==> config.mk <==
export PLATFORM = sky130hd
export DESIGN_NAME = lcd_cmd_core
export DESIGN_NICKNAME = d
export VERILOG_FILES = /design/src/rtl/lcd_cmd_pkg.sv /design/src/rtl/lcd_cmd_decode.sv /design/src/rtl/lcd_col_ctr.sv /design/src/rtl/lcd_pix_map.sv /design/src/rtl/lcd_cmd_core.sv
export SDC_FILE = /design/constraint.sdc
export NUM_CORES = 1
export LEC_CHECK = 0
export BUFFER_PORTS_ARGS = -buffer_cell sky130_fd_sc_hd__buf_2
export CAP_MARGIN = 40
export CORE_UTILIZATION = 40
export DETAILED_ROUTE_END_ITERATION = 10
export PLACE_DENSITY = 0.65
export RECOVER_POWER = 25
export SYNTH_ARGS = -nofsm -noshare
export SYNTH_HDL_FRONTEND = slang
export SYNTH_SLANG_ARGS = --single-unit
==> constraint.sdc <==
create_clock -name clk_i -period 4.4 [get_ports clk_i]
set_input_delay 0.22 -clock clk_i [delete_from_list [all_inputs] [get_ports clk_i]]
set_output_delay 0.22 -clock clk_i [all_outputs]
set_load 0.1 [all_outputs]
==> src/rtl/lcd_cmd_pkg.sv <==
package lcd_cmd_pkg;

  typedef struct packed {
    logic       rev;
    logic       all_on;
    logic       bias;
    logic       shl;
    logic [2:0] pwr;
    logic [2:0] ratio;
    logic       sind_mode;
    logic [1:0] sind;
  } lcd_cfg_t;

  localparam logic [6:0] OP_REV    = 7'b1010011;
  localparam logic [6:0] OP_ALLON  = 7'b1010010;
  localparam logic [6:0] OP_BIAS   = 7'b1010001;
  localparam logic [6:0] OP_SIND   = 7'b1010110;
  localparam logic [3:0] OP_SHL    = 4'b1100;
  localparam logic [4:0] OP_PWR    = 5'b00101;
  localparam logic [4:0] OP_RATIO  = 5'b00100;
  localparam logic [7:0] OP_MR_SET = 8'hE0;
  localparam logic [7:0] OP_MR_CLR = 8'hEE;
  localparam logic [7:0] OP_RESET  = 8'hE2;

endpackage

==> src/rtl/lcd_cmd_decode.sv <==
module lcd_cmd_decode
  import lcd_cmd_pkg::*;
(
  input  logic       clk_i,
  input  logic       rst_ni,
  input  logic       stb_i,
  input  logic       rs_i,
  input  logic       rw_i,
  input  logic [7:0] data_i,
  output lcd_cfg_t   cfg_o,
  output logic       mod_read_o,
  output logic       soft_rst_o
);

  lcd_cfg_t cfg_q, cfg_d;
  logic     mr_q, mr_d;
  logic     pend_q, pend_d;
  logic     cmd_stb;

  assign cmd_stb    = stb_i && !rs_i && !rw_i;
  assign soft_rst_o = cmd_stb && !pend_q && (data_i == OP_RESET);

  always_comb begin
    cfg_d  = cfg_q;
    mr_d   = mr_q;
    pend_d = pend_q;
    if (cmd_stb) begin
      if (pend_q) begin
        // armed: byte only feeds the indicator register
        cfg_d.sind = data_i[1:0];
        pend_d     = 1'b0;
      end else if (data_i == OP_RESET) begin
        cfg_d = '0;
        mr_d  = 1'b0;
      end else if (data_i == OP_MR_SET) begin
        mr_d = 1'b1;
      end else if (data_i == OP_MR_CLR) begin
        mr_d = 1'b0;
      end else if (data_i[7:1] == OP_REV) begin
        cfg_d.rev = data_i[0];
      end else if (data_i[7:1] == OP_ALLON) begin
        cfg_d.all_on = data_i[0];
      end else if (data_i[7:1] == OP_BIAS) begin
        cfg_d.bias = data_i[0];
      end else if (data_i[7:1] == OP_SIND) begin
        cfg_d.sind_mode = data_i[0];
        pend_d          = 1'b1;
      end else if (data_i[7:4] == OP_SHL) begin
        cfg_d.shl = data_i[3];
      end else if (data_i[7:3] == OP_PWR) begin
        cfg_d.pwr = data_i[2:0];
      end else if (data_i[7:3] == OP_RATIO) begin
        cfg_d.ratio = data_i[2:0];
      end
    end
  end

  always_ff @(posedge clk_i or negedge rst_ni) begin
    if (!rst_ni) begin
      cfg_q  <= '0;
      mr_q   <= 1'b0;
      pend_q <= 1'b0;
    end else begin
      cfg_q  <= cfg_d;
      mr_q   <= mr_d;
      pend_q <= pend_d;
    end
  end

  assign cfg_o      = cfg_q;
  assign mod_read_o = mr_q;


  pend_clear_chk: assert property (@(posedge clk_i) disable iff (!rst_ni)
    pend_q && cmd_stb |=> !pend_q);


  pend_no_decode_chk: assert property (@(posedge clk_i) disable iff (!rst_ni)
    pend_q && cmd_stb |=> $stable(mr_q) && $stable(cfg_q.rev) && $stable(cfg_q.all_on)
                          && $stable(cfg_q.pwr) && $stable(cfg_q.sind_mode));


  soft_reset_chk: assert property (@(posedge clk_i) disable iff (!rst_ni)
    soft_rst_o |=> (cfg_q == '0) && !mr_q && !pend_q);


  no_cmd_stable_chk: assert property (@(posedge clk_i) disable iff (!rst_ni)
    !cmd_stb |=> $stable(cfg_q) && $stable(mr_q));

endmodule

==> src/rtl/lcd_col_ctr.sv <==
module lcd_col_ctr #(
  parameter int COL_W    = 8,
  parameter int COL_LAST = 131
) (
  input  logic             clk_i,
  input  logic             rst_ni,
  input  logic             clr_i,
  input  logic             load_i,
  input  logic [COL_W-1:0] load_val_i,
  input  logic             acc_i,
  input  logic             rd_i,
  input  logic             mod_read_i,
  output logic [COL_W-1:0] col_o
);

  localparam logic [COL_W-1:0] LAST = COL_W'(COL_LAST);

  logic [COL_W-1:0] col_q, col_d;
  logic             step;

  assign step = acc_i && !(rd_i && mod_read_i);

  always_comb begin
    col_d = col_q;
    if (clr_i)        col_d = '0;
    else if (load_i)  col_d = load_val_i;
    else if (step)    col_d = (col_q == LAST) ? '0 : col_q + 1'b1;
  end

  always_ff @(posedge clk_i or negedge rst_ni) begin
    if (!rst_ni) col_q <= '0;
    else         col_q <= col_d;
  end

  assign col_o = col_q;


  col_wrap_chk: assert property (@(posedge clk_i) disable iff (!rst_ni)
    acc_i && !rd_i && !load_i && !clr_i && (col_q == LAST) |=> col_q == '0);


  mr_hold_chk: assert property (@(posedge clk_i) disable iff (!rst_ni)
    acc_i && rd_i && mod_read_i && !load_i && !clr_i |=> $stable(col_q));


  col_load_chk: assert property (@(posedge clk_i) disable iff (!rst_ni)
    load_i && !clr_i |=> col_q == $past(load_val_i));

endmodule

==> src/rtl/lcd_pix_map.sv <==
module lcd_pix_map #(
  parameter int LANES = 1
) (
  input  logic             rev_i,
  input  logic             all_on_i,
  input  logic [LANES-1:0] ram_i,
  output logic [LANES-1:0] pix_o
);

  for (genvar g = 0; g < LANES; g++) begin : g_lane
    assign pix_o[g] = all_on_i | (ram_i[g] ^ rev_i);
  end

endmodule

==> src/rtl/lcd_cmd_core.sv <==
module lcd_cmd_core
  import lcd_cmd_pkg::*;
#(
  parameter int COL_W    = 8,
  parameter int COL_LAST = 131
) (
  input  logic             clk_i,
  input  logic             rst_ni,
  input  logic             stb_i,
  input  logic             rs_i,
  input  logic             rw_i,
  input  logic [7:0]       data_i,
  input  logic             col_load_i,
  input  logic [COL_W-1:0] col_val_i,
  input  logic             ram_bit_i,
  output logic             pixel_o,
  output logic [COL_W-1:0] col_o,
  output logic             rev_o,
  output logic             all_on_o,
  output logic             bias_o,
  output logic             shl_o,
  output logic [2:0]       pwr_o,
  output logic [2:0]       ratio_o,
  output logic             sind_mode_o,
  output logic [1:0]       sind_o,
  output logic             modify_read_o
);

  lcd_cfg_t cfg;
  logic     mod_read;
  logic     soft_rst;

  lcd_cmd_decode u_dec (
    .clk_i      (clk_i),
    .rst_ni     (rst_ni),
    .stb_i      (stb_i),
    .rs_i       (rs_i),
    .rw_i       (rw_i),
    .data_i     (data_i),
    .cfg_o      (cfg),
    .mod_read_o (mod_read),
    .soft_rst_o (soft_rst)
  );

  lcd_col_ctr #(.COL_W(COL_W), .COL_LAST(COL_LAST)) u_col (
    .clk_i      (clk_i),
    .rst_ni     (rst_ni),
    .clr_i      (soft_rst),
    .load_i     (col_load_i),
    .load_val_i (col_val_i),
    .acc_i      (stb_i && rs_i),
    .rd_i       (rw_i),
    .mod_read_i (mod_read),
    .col_o      (col_o)
  );

  lcd_pix_map #(.LANES(1)) u_pix (
    .rev_i    (cfg.rev),
    .all_on_i (cfg.all_on),
    .ram_i    (ram_bit_i),
    .pix_o    (pixel_o)
  );

  assign rev_o         = cfg.rev;
  assign all_on_o      = cfg.all_on;
  assign bias_o        = cfg.bias;
  assign shl_o         = cfg.shl;
  assign pwr_o         = cfg.pwr;
  assign ratio_o       = cfg.ratio;
  assign sind_mode_o   = cfg.sind_mode;
  assign sind_o        = cfg.sind;
  assign modify_read_o = mod_read;


  all_on_pix_chk: assert property (@(posedge clk_i) disable iff (!rst_ni)
    all_on_o |-> pixel_o);


  rev_pix_chk: assert property (@(posedge clk_i) disable iff (!rst_ni)
    !all_on_o |-> pixel_o == (ram_bit_i != rev_o));

endmodule

==> metrics.md <==
| Metric | Value |
|---|---|
| GRT overflow | 0 |
| Input/output buffers | 45 |
| Post-Place Setup Slack | 2.61 ns |
| Total number of vias | 1295 |
| FILL cells | 359 |
| Register area | 576 um^2 |
| Largest net degree at the start of global routing | 24 |
| Layout Cells excl Fill | 236 |
| Hold Vio Cnt, Final | 0 |
| Setup TNS | 0 ns |
| CTS tree | done |
| Fmax | 0.551 GHz |
| Sequential area share after synthesis | 40.8% |
| Top post-synthesis cells by area | dfrtp_1 (41%), mux2_2 (4.8%), nand2_1 (4.0%), nor3_1 (3.9%), nor2_1 (3.2%) |
| WL per Instance | 13.6 um |
| Flop-to-flop setup slack | 2.58 ns |
| Worst setup startpoint | u_col.col_o[0]$_DFFE_PN0P_ |
| Final instance area | 1700 um^2 |
| Cell with the most instances after synthesis | dfrtp_1 |
| Antenna violations before repair | 0 |
| Post-CTS Setup Bufs | 0 |
| Asr flop ratio synth | 100% |
| Max IR drop VDD | 0.160 mV |
| Site Rows | 21 |
| Total track usage | 18.1% |
| Final setup viols | 0 |
| Critical path type | flip-flop to flip-flop |
| Deepest clock path buffer count | 2 |
| Critical path startpoint category | flip-flop |
| Post-CTS sizing | 0 |
| Rel. slew slack | 20.1% |
| # DRC | 0 |
| Syn nets | 168 |
| # hold bufs at CTS | 1 |
| Final min period | 1.82 ns |
| Initial Util | 41.9% |
| DR vias/cell | 5.49 |
| Cell Pwr Density | 331 nW/um^2 |
| CORE AREA | 3360 um^2 |
| Max-cap violations | 0 |
| Inserted Clock Buffers | 3 |
| Hold WC Path Type | input port to flip-flop |
| Outcome | finished, final reports clean |
| Avg Cell Area, Syn | 9.79 um^2 |
| Tcrit/Tclk final | 41.3% |
| Synth cell count leaders | dfrtp_1 (23), nand2_1 (15), nor2_1 (12), nor3_1 (11), nand3_1 (7) |
| Footprint of the multi-input gates | 787 um^2 |
| Leading area contributor after synthesis | dfrtp_1 |
| Mapped cell area | 1410 um^2 |
| Initial DRC count | 59 |
| Die Area | 3770 um^2 |
| Cell area after placement | 1660 um^2 |
| CP arrival | 2.01 ns |
| CP Data Required Time | 4.59 ns |
| Yosys warnings | 0 |
| Final max-slew violation count | 0 |
| CTS Sinks | 23 |
| Fin worst setup slack | 2.58 ns |
| Final clock skew | 0.000731 ns |
| Die H | 61.4 um |
| Number of synthesized flops with an enable pin | 0 |
| Top cell type's share of synthesized area | 40.8% |
| DP Cell Count | 231 |
| Antenna viol nets, final | 0 |
| Die Width | 61.4 um |
| Total Nets Final | 215 |
| Root buf cell | clkbuf_4 |
| Clock transition at path regs | 0.11 ns |
| Yosys cell types | 49 |
| 1st-pass router iterations | 4 |
| Antenna cells | 0 |
| Final HPWL DP | 2540 um |
| Clock Latency Late Sink | 0.30 ns |
| Number of global-route vias before repair | 1163 |
| Hold slack | 0.151 ns |
| H-tree depth | 1 |
| Total Power | 0.562 mW |
| RSZ-0062 raised after global routing | false |
| RePlAce Congestion | 0.864 |
| R2R cell count | 6 |
| R2r startpoint | u_col.col_o[0]$_DFFE_PN0P_ |
| Least-Margin Pin Slew | 1.20 ns |
| Total wire length | 3210 um |
| Worst setup endpoint | u_col.col_o[2]$_DFFE_PN0P_ |
| Final Util | 50.5% |
| Reg2reg end | u_col.col_o[2]$_DFFE_PN0P_ |
| Share of layout cells above drive strength 1 | 36.8% |
| Ys flop type | dfrtp_1 |
| CP endpoint kind | flip-flop |
| Seq cells post-synth | 23 |
| Worst Path Max Fanout | 5 |
| Mapped Cells | 144 |
| Leak | 0.801 nW |
| First-pass GRT wire length | 5000 um |
| IO Count | 46 |
| Area Growth Syn to Fin | 20.5% |
==> layout by cell type, fill, tap and decap left out, types with 4 or more instances in the layout <==
cell type,instances
buf_2,44
dfrtp_1,23
nand2_1,15
nor2_1,12
nor3_1,11
nand3_1,7
mux2_2,6
xnor2_1,4
a21oi_1,4
a32o_1,4
==> cell type report <==
type                       instances  area share [%]
sequential                        23            33.9
multi-input combinational        112            46.3
tap                               46            3.39
inverter                           5            1.10
clock buffer                       4            1.55
timing repair buffer              46            13.8
==> registers in the layout, indices dropped and copies added, names as in the netlist <==
signal,cells
u_dec.cfg_o,13
u_col.col_o,8
u_dec.mod_read_o,1
u_dec.pend_q,1
==> worst min-delay path by stage <==
stage                     cells past startpoint  slack (ns)                          to    startpoint
after floorplan                               0       -0.08  u_col.col_o[0]$_DFFE_PN0P_        rst_ni
after global placement                        1        0.22  u_col.col_o[5]$_DFFE_PN0P_        rst_ni
after detailed placement                      1        0.22  u_col.col_o[5]$_DFFE_PN0P_        rst_ni
after CTS                                     3        0.13  u_col.col_o[1]$_DFFE_PN0P_  col_val_i[1]
after global routing                          3        0.14  u_col.col_o[1]$_DFFE_PN0P_  col_val_i[1]
final                                         3        0.15  u_col.col_o[4]$_DFFE_PN0P_  col_val_i[4]
==> layer usage <==
metal	GRT usage, %	share of wire, %	up-vias
met5	0	0	-
met4	6.67	1.4	0
met3	2.52	6.5	5
met2	33.5	50	54
met1	21.2	42	604
li1	-	-	632
==> cell families after synthesis <==
kind of cell | count (synthesis) | synth area share (%)
AO/OA/AOI/OAI | 28 | 14.9
XOR/XNOR | 5 | 3.11
adder cells (fa/ha/maj) | 1 | 0.887
buffers and inverters | 9 | 3.37
flip-flops | 23 | 40.8
multiplexers | 11 | 9.05
AND/OR/NAND/NOR | 67 | 27.9
==> power breakdown <==
| part | total [mW] | leakage [nW] | switching, mW | internal (mW) |
|---|---|---|---|---|
| logic | 0.225 | 0.493 | 0.178 | 0.0472 |
| clock network | 0.0942 | 0.0150 | 0.0588 | 0.0354 |
| registers | 0.243 | 0.293 | 0.0153 | 0.228 |
==> critical path, cell delays in order (launching register included) <==
cell	delay [ns]
dfrtp_1	0.44
ha_1	0.25
nand4bb_1	0.12
nor4_1	0.44
nor4b_1	0.13
a211oi_1	0.24
nor3_1	0.08
No activity file was read; power rests on OpenSTA's default activity.
